<file path="config.mk">
export PLATFORM = sky130hd
export DESIGN_NAME = cart_lockout_seq
export DESIGN_NICKNAME = d
export VERILOG_FILES = /design/src/rtl/clks_pkg.sv /design/src/rtl/lock_fsm.sv /design/src/rtl/hdr_xlate.sv /design/src/rtl/bank_map.sv /design/src/rtl/cart_lockout_seq.sv
export SDC_FILE = /design/constraint.sdc
export NUM_CORES = 1
export LEC_CHECK = 0
export ABC_AREA = 1
export CELL_PAD_IN_SITES_DETAIL_PLACEMENT = 1
export CELL_PAD_IN_SITES_GLOBAL_PLACEMENT = 2
export CORE_ASPECT_RATIO = 0.8
export CORE_MARGIN = 3
export CORE_UTILIZATION = 16
export DETAILED_ROUTE_END_ITERATION = 8
export PLACE_DENSITY_LB_ADDON = 0.15
export SETUP_SLACK_MARGIN = 0.15
export SLEW_MARGIN = 20
export SYNTH_ARGS = -nofsm -noshare
export SYNTH_HDL_FRONTEND = slang
export SYNTH_SLANG_ARGS = --single-unit
</file>
<file path="constraint.sdc">
create_clock -name clk -period 2.5 [get_ports clk]
set_input_delay 0.5 -clock clk [delete_from_list [all_inputs] [get_ports clk]]
set_output_delay 0.5 -clock clk [all_outputs]
set_load 0.005 [all_outputs]
</file>
<file path="src/rtl/clks_pkg.sv">
package clks_pkg;

    localparam int ADDR_W = 16;

    typedef enum logic [1:0] {
        LK_MONO  = 2'd0,
        LK_COLOR = 2'd1,
        LK_OPEN  = 2'd2
    } lock_e;

    localparam logic [ADDR_W-1:0] HI_RD_BASE   = 16'hC000;
    localparam logic [2:0]        WRAM_WR_TAG  = 3'b110;
    localparam logic [ADDR_W-1:0] QUAL_MASK    = 16'h8700;
    localparam logic [ADDR_W-1:0] QUAL_MATCH   = 16'h0100;
    localparam logic [7:0]        HDR_PAGE     = 8'h01;

    typedef struct packed {
        logic bank_hi;
        logic open;
    } map_flags_t;

    function automatic lock_e lock_step(input lock_e s);
        case (s)
            LK_MONO:  return LK_COLOR;
            default:  return LK_OPEN;
        endcase
    endfunction

    function automatic logic [7:0] swap_pair(input logic [7:0] v,
                                             input int a, input int b);
        logic [7:0] r;
        r    = v;
        r[a] = v[b];
        r[b] = v[a];
        return r;
    endfunction

endpackage

</file>
<file path="src/rtl/lock_fsm.sv">
module lock_fsm
    import clks_pkg::*;
#(
    parameter int UNLOCK_CNT = 49
) (
    input  logic              clk,
    input  logic              rst,
    input  logic [ADDR_W-1:0] addr,
    input  logic              rd,
    input  logic              wr,
    input  logic              skip,
    output lock_e             st_q,
    output lock_e             st_nx
);
    localparam int CNT_W = $clog2(UNLOCK_CNT + 1);
    localparam logic [CNT_W-1:0] LAST = CNT_W'(UNLOCK_CNT - 1);

    logic [CNT_W-1:0] cnt_q, cnt_nx;
    logic hi_read, wram_write, qual_read;

    assign hi_read    = rd && (addr >= HI_RD_BASE);
    assign wram_write = wr && (addr[ADDR_W-1 -: 3] == WRAM_WR_TAG);
    assign qual_read  = rd && ((addr & QUAL_MASK) == QUAL_MATCH);

    always_comb begin
        st_nx  = st_q;
        cnt_nx = cnt_q;
        if (skip) begin
            st_nx  = LK_OPEN;
            cnt_nx = '0;
        end else if (st_q == LK_MONO && (hi_read || wram_write)) begin
            st_nx  = LK_COLOR;
            cnt_nx = '0;
        end else if (st_q != LK_OPEN && qual_read) begin
            if (cnt_q == LAST) begin
                st_nx  = lock_step(st_q);
                cnt_nx = '0;
            end else begin
                cnt_nx = cnt_q + 1'b1;
            end
        end
    end

    always_ff @(posedge clk) begin
        if (rst) begin
            st_q  <= LK_MONO;
            cnt_q <= '0;
        end else begin
            st_q  <= st_nx;
            cnt_q <= cnt_nx;
        end
    end
endmodule

</file>
<file path="src/rtl/hdr_xlate.sv">
module hdr_xlate
    import clks_pkg::*;
#(
    parameter bit UNSCRAMBLE = 1'b1,
    parameter int SW0_A = 0,
    parameter int SW0_B = 6,
    parameter int SW1_A = 1,
    parameter int SW1_B = 4
) (
    input  logic [ADDR_W-1:0] addr,
    input  lock_e             st_eff,
    output logic [ADDR_W-1:0] addr_x
);
    logic       in_hdr;
    logic [7:0] lo_forced, lo_out;

    assign in_hdr = (addr[ADDR_W-1:8] == HDR_PAGE);

    always_comb begin
        lo_forced = addr[7:0];
        if (st_eff == LK_COLOR) lo_forced[7] = 1'b1;
    end

    generate
        if (UNSCRAMBLE) begin : g_swap
            assign lo_out = swap_pair(swap_pair(lo_forced, SW0_A, SW0_B), SW1_A, SW1_B);
        end else begin : g_pass
            assign lo_out = lo_forced;
        end
    endgenerate

    assign addr_x = in_hdr ? {addr[ADDR_W-1:8], lo_out} : addr;
endmodule

</file>
<file path="src/rtl/bank_map.sv">
module bank_map
    import clks_pkg::*;
#(
    parameter int BANK_W = 8,
    parameter int OFS_W  = 14
) (
    input  logic [ADDR_W-1:0]       addr_x,
    input  logic [BANK_W-1:0]       bank_num,
    output logic [BANK_W+OFS_W-1:0] rom_addr,
    output map_flags_t              flags
);
    always_comb begin
        flags = '0;
        if (addr_x[ADDR_W-1]) begin
            flags.open = 1'b1;
            rom_addr   = '0;
        end else if (addr_x[OFS_W]) begin
            flags.bank_hi = 1'b1;
            rom_addr      = {bank_num, addr_x[OFS_W-1:0]};
        end else begin
            rom_addr = {{BANK_W{1'b0}}, addr_x[OFS_W-1:0]};
        end
    end
endmodule

</file>
<file path="src/rtl/cart_lockout_seq.sv">
module cart_lockout_seq
    import clks_pkg::*;
#(
    parameter int BANK_W     = 8,
    parameter int OFS_W      = 14,
    parameter int UNLOCK_CNT = 49,
    parameter bit UNSCRAMBLE = 1'b1
) (
    input  logic                    clk,
    input  logic                    rst,
    input  logic [15:0]             cpu_addr,
    input  logic                    rd_stb,
    input  logic                    wr_stb,
    input  logic                    skip_boot,
    input  logic [BANK_W-1:0]       bank_num,
    output logic [BANK_W+OFS_W-1:0] rom_addr,
    output logic                    bank_sel,
    output logic                    open_bus,
    output logic [1:0]              state
);
    lock_e             st_q, st_nx;
    logic [ADDR_W-1:0] addr_x;
    map_flags_t        flags;

    lock_fsm #(.UNLOCK_CNT(UNLOCK_CNT)) i_fsm (
        .clk(clk), .rst(rst), .addr(cpu_addr), .rd(rd_stb), .wr(wr_stb),
        .skip(skip_boot), .st_q(st_q), .st_nx(st_nx)
    );

    hdr_xlate #(.UNSCRAMBLE(UNSCRAMBLE)) i_hdr (
        .addr(cpu_addr), .st_eff(st_nx), .addr_x(addr_x)
    );

    bank_map #(.BANK_W(BANK_W), .OFS_W(OFS_W)) i_map (
        .addr_x(addr_x), .bank_num(bank_num), .rom_addr(rom_addr), .flags(flags)
    );

    assign bank_sel = flags.bank_hi;
    assign open_bus = flags.open;
    assign state    = st_q;
endmodule

</file>
# Yosys cells after proc, flatten, opt, wreduce, memory -nomap -nowiden
# Cells that the tools add are included.
[word_totals]
reg_bits = 8
latch_bits = 0
ramBits = 0
romBits = 0
in_bits = 29
out_inout_bits = 26
wordCells = 31
n_memories = 0
[classes]
n_addsub = 1
n_mul = 0
n_div = 0
magnitude_cmp = 1
n_eq_ne = 6
n_shift = 0
n_mux = 13
bitwise_logic = 0
n_reduce_logical = 8
[op_table]
columns = ["operator", "count"]
rows = [
  ["2-to-1 mux 22 bit", 2],
  ["greater-or-equal comparator 16 bit, second input constant", 1],
  ["2-to-1 mux 2 bit", 5],
  ["== test 8 x 1 -> 1 bit, second input constant", 1],
  ["2-to-1 mux 8 bit", 1],
  ["adder 6 x 1 -> 6 bit, second input constant", 1],
  ["== test 6 bit, second input constant", 1],
  ["2-to-1 mux 6 bit", 1],
  ["logical AND 1 bit", 5],
  ["== test 4 x 1 -> 1 bit, second input constant", 1],
  ["2-to-1 mux 1 bit", 4],
  ["== test 3 bit, second input constant", 1],
  ["OR reduction 3 bit", 1],
  ["== test 2 x 1 -> 1 bit, second input constant", 1],
  ["logical NOT 2 bit", 1],
  ["inequality test 2 bit, second input constant", 1],
  ["logical OR 1 bit", 1],
]

# Depth between registers and ports, before layout
[logic_depth]
ltp_word = 11
depth_mapped = 10

# Hierarchy
# A second synthesis with hierarchy kept.
[unflattened]
cells_unflattened = 172
hier_area_um2 = 922.1
[by_module_without_submodules]
columns = ["mod", "instances", "cells_each", "area_each_um2"]
rows = [
  ["lock_fsm", 1, 80, 499.2],
  ["hdr_xlate", 1, 42, 212.7],
  ["bank_map", 1, 50, 210.2],
]

# Least setup slack after synthesis
# OpenSTA, ideal clock, no wires.
[synth_path]
kind = "input -> output"
start = "input cpu_addr[9]"
end = "output rom_addr[7]"
arrival_ns = 1.295
required_ns = 2.000
path_slack_ns = 0.705
cell_stages = 8
cell_sequence = "inv_1 > nand3_1 > nor2_4 > buf_6 > nand3_2 > nand3_1 > nand2_1 > a21oi_2"
[synth_via]
elab_chain_len = 11
word_cells_on_any_way = 16
cone_classes = "1 x order compare; 3 x eq/ne; 7 x mux; 5 x reduce/logical"
[synth_rtl]
columns = ["element", "line_no", "source"]
rows = [
  ["start: declaration", "cart_lockout_seq.sv:11", "input logic [15:0] cpu_addr,"],
  ["greater-or-equal comparator 16 bit or == test 4 x 1 -> 1 bit (tied branches)", "lock_fsm.sv:21, lock_fsm.sv:23", ""],
  ["logical AND 1 bit, on equally long branches", "lock_fsm.sv:21, lock_fsm.sv:23", ""],
  ["logical OR 1 bit or logical AND 1 bit (tied branches)", "lock_fsm.sv:31, lock_fsm.sv:34", ""],
  ["logical AND 1 bit or 2-to-1 mux 2 bit (tied branches)", "lock_fsm.sv:31, lock_fsm.sv:34", ""],
  ["2-to-1 mux 2 bit", "lock_fsm.sv:31", "end else if (st_q == LK_MONO && (hi_read || wram_write)) begin"],
  ["2-to-1 mux 2 bit", "lock_fsm.sv:28", "if (skip) begin"],
  ["== test 2 x 1 -> 1 bit", "hdr_xlate.sv:21", "if (st_eff == LK_COLOR) lo_forced[7] = 1'b1;"],
  ["2-to-1 mux 1 bit", "hdr_xlate.sv:21", ""],
  ["2-to-1 mux 8 bit *", "hdr_xlate.sv:32", "assign addr_x = in_hdr ? {addr[ADDR_W-1:8], lo_out} : addr;"],
  ["2-to-1 mux 22 bit *", "bank_map.sv:17", "end else if (addr_x[OFS_W]) begin"],
  ["2-to-1 mux 22 bit *", "bank_map.sv:14", "if (addr_x[ADDR_W-1]) begin"],
  ["end: declaration", "cart_lockout_seq.sv:16", "output logic [BANK_W+OFS_W-1:0] rom_addr,"],
]
# Every way passes the cells marked *; elsewhere a longest branch is shown, timed or not.

# Final worst setup path
[layout_path]
start = "input cpu_addr[9]"
end = "output rom_addr[6]"
[layout_via]
elab_chain_len = 4
[layout_rtl]
columns = ["element", "line_no", "source"]
rows = [
  ["== test 8 x 1 -> 1 bit", "hdr_xlate.sv:17", "assign in_hdr = (addr[ADDR_W-1:8] == HDR_PAGE);"],
  ["2-to-1 mux 8 bit", "hdr_xlate.sv:32", ""],
  ["2-to-1 mux 22 bit", "bank_map.sv:17", ""],
  ["2-to-1 mux 22 bit", "bank_map.sv:14", ""],
]
# Every way passes these cells.

==> metrics.cfg <==
[sta]
timing.setup.tns_ps=0
min_period_ps=2280
rsz0062_at_grt=true
fin_skew_ps=2.24
fmax_mhz=438
tightestPinTransition_ps=315
setup_ws_ps=219
hold_violations=0
finalSetupViolCount=0
post-route-period-util_pct=91.3
drv_slew=0
max_slew_margin_pct=78.9

[clock_tree]
cts_made_buffers=3
htree_levels=1
cts_root_buf=clkbuf_8
clkTransAtPathRegs_ps=40
clock-sinks=8
cts_hold_buf=0
clk_path_buf_depth=2
clk_latency_ps=230
cts_tree=built

[grt]
grtUsageMet3_pct=3.49
grt_max_degree=23
grt_util_met1_pct=14.6
grt_busiest_layer=met2
grt_use_total_pct=12.2
grt_first_pass_wirelength_mm=5.60
grt_antenna_before_repair=0
grt-ovfl-total=0
met2_usage_pct=22.8
grt_pass1_vias=1141

[worst_hold_path]
hp-class=reg2reg

[floorplanning]
die_h_um=68.0
die-area_um2=5670
row_count=21
pin_count=55
start_util_pct=17.5
die_w_um=83.5
core_area_um2=4390

[flow_run]
drv_cap=0

[drt]
drtAntennaViolNets=0
routed_wl_mm=3.31
drt_iter0_markers=14
dr_total_vias=1078
drc=0
wl_per_cell_um=12.6
dr.pass1.iters=4
viasPerCell=4.11

[setup_path]
critical_path_class=in2out
worst_path_dominant_cell_family=buffers and inverters
slowest_stage=dlygate4sd2_1
slowest_delay_ps=260
end_kind=output port
cp.arrival_ps=1780
path_cells=dlygate4sd2_1 -> inv_2 -> nand2_2 -> buf_4 -> nor3_4 -> nand2_2 -> o21ai_1 -> nor2_1 -> dlygate4sd2_1
cp.required_ps=2000
crit_path_start_kind=input port
crit_fanout=4
crit_buf_inv=4

[cells_and_area]
num-fill-cells=558
layout.nets=238
drive_gt1_share_pct=25.4
diodes=0
area_growth_pct=108

[synth]
ys_types=26
ys_seq_area_share_pct=20.8
synth_fp_nets=164
synth-seq-cells=8
ys.warnings.count=0
syn_inst=133
synth_area_per_cell_um2=5.78
syn_area_um2=768

[power]
power.leakage_uw=0.000693
peakVddDrop_v=0.000162
powerDensity_nw_per_um2=279

[placement]
io_buffers=54
gp_congestion=0.762
place_ws_ps=-256
hpwl_mm=2.70

[run_status]
outcome=finished, final reports clean

==> per-layer routing <==
layer	up-vias	wire (um)
li1	554	-
met3	2	160
met2	28	1670
met5	-	0
met4	0	12
met1	494	1470
==> final cells by class <==
class,count,area [um^2],share of cell area (%)
clock buffer,3,41.3,2.58
inverter,23,87.6,5.48
multi-input combinational,97,549,34.4
sequential,8,160,10.0
tap,57,71.3,4.46
timing repair buffer,74,688,43.1
==> repair_timing <==
| item | CTS | global route |
|---|---|---|
| buffers inserted | 7 | 1 |
| resized for setup | 34 | 12 |
| endpoints found under the hold margin | 0 | 0 |
| pin swaps | 5 | 1 |
| endpoints found under the setup margin | 24 | 4 |
==> synthesized netlist by cell type (all sizes together) <==
| library cell | number | area share (%) |
|---|---|---|
| a211oi | 1 | 0.98 |
| a21oi | 7 | 5.5 |
| buf | 3 | 3.1 |
| clkbuf | 2 | 0.98 |
| clkinv | 1 | 0.49 |
| dfxtp | 8 | 21 |
| ha | 2 | 3.3 |
| inv | 22 | 11 |
| nand2 | 26 | 13 |
| nand3 | 9 | 9.8 |
| nand4 | 1 | 0.81 |
| nor2 | 37 | 19 |
| nor3 | 5 | 3.3 |
| nor3b | 2 | 2.0 |
| o21ai | 6 | 4.4 |
| o21bai | 1 | 1.5 |
==> cells by family after synthesis <==
| kind of cell | synth area share [%] |
|---|---|
| AND/OR/NAND/NOR | 48.2 |
| buffers and inverters | 15.3 |
| AO/OA/AOI/OAI | 12.4 |
| flip-flops | 20.8 |
| adder cells (fa/ha/maj) | 3.26 |
==> state kept, by name, summed over array words and instances (netlist names) <==
signal,cells
i_fsm.cnt_q,6
i_fsm.st_q,2
==> power by group <==
part / internal, uW / switching [uW] / total (uW)
clock network: 104 / 49.0 / 153
registers: 130 / 1.93 / 132
logic: 95.7 / 64.7 / 160
==> stage by stage <==
stage / util, % / hold WS [ps] / total power [uW] / cells / instance area (um^2)
6_report: 36.4 / 517 / 445 / 262 / 1600
4_1_cts: 35.7 / 523 / 446 / 261 / 1570
5_1_grt: 36.4 / 550 / 473 / 262 / 1600
2_1_floorplan: - / 466 / 178 / 133 / 768
3_5_place_dp: 32.8 / 514 / 286 / 251 / 1440
3_3_place_gp: 32.8 / 492 / 284 / 251 / 1440
==> path summary, 6_finish.rpt <==
| check | slack [ps] | from | depth (start not counted) | to |
|---|---|---|---|---|
| min reg2reg | 520 | i_fsm.cnt_q[0] | 1 | i_fsm.cnt_q[0] |
| max | 220 | cpu_addr[9] | 9 | rom_addr[6] |
| min | 520 | i_fsm.cnt_q[0] | 1 | i_fsm.cnt_q[0] |
| max reg2reg | 1130 | i_fsm.st_q[0] | 8 | i_fsm.cnt_q[5] |
==> cells in the final DEF, fill, tap and decap left out, drive strengths merged <==
cell type and n:
clkdlybuf4s15 4, dlygate4sd2 7, o21ai 6, inv 22, ha 2, nand2 26, clkdlybuf4s50 41, clkbuf 5
o21bai 1, nand3 9, a211oi 1, nor3b 2, a21oi 7, nand4 1, buf 20, dfxtp 8
nor3 5, nor2 37, clkinv 1
Power figures use the tool's default switching activity.
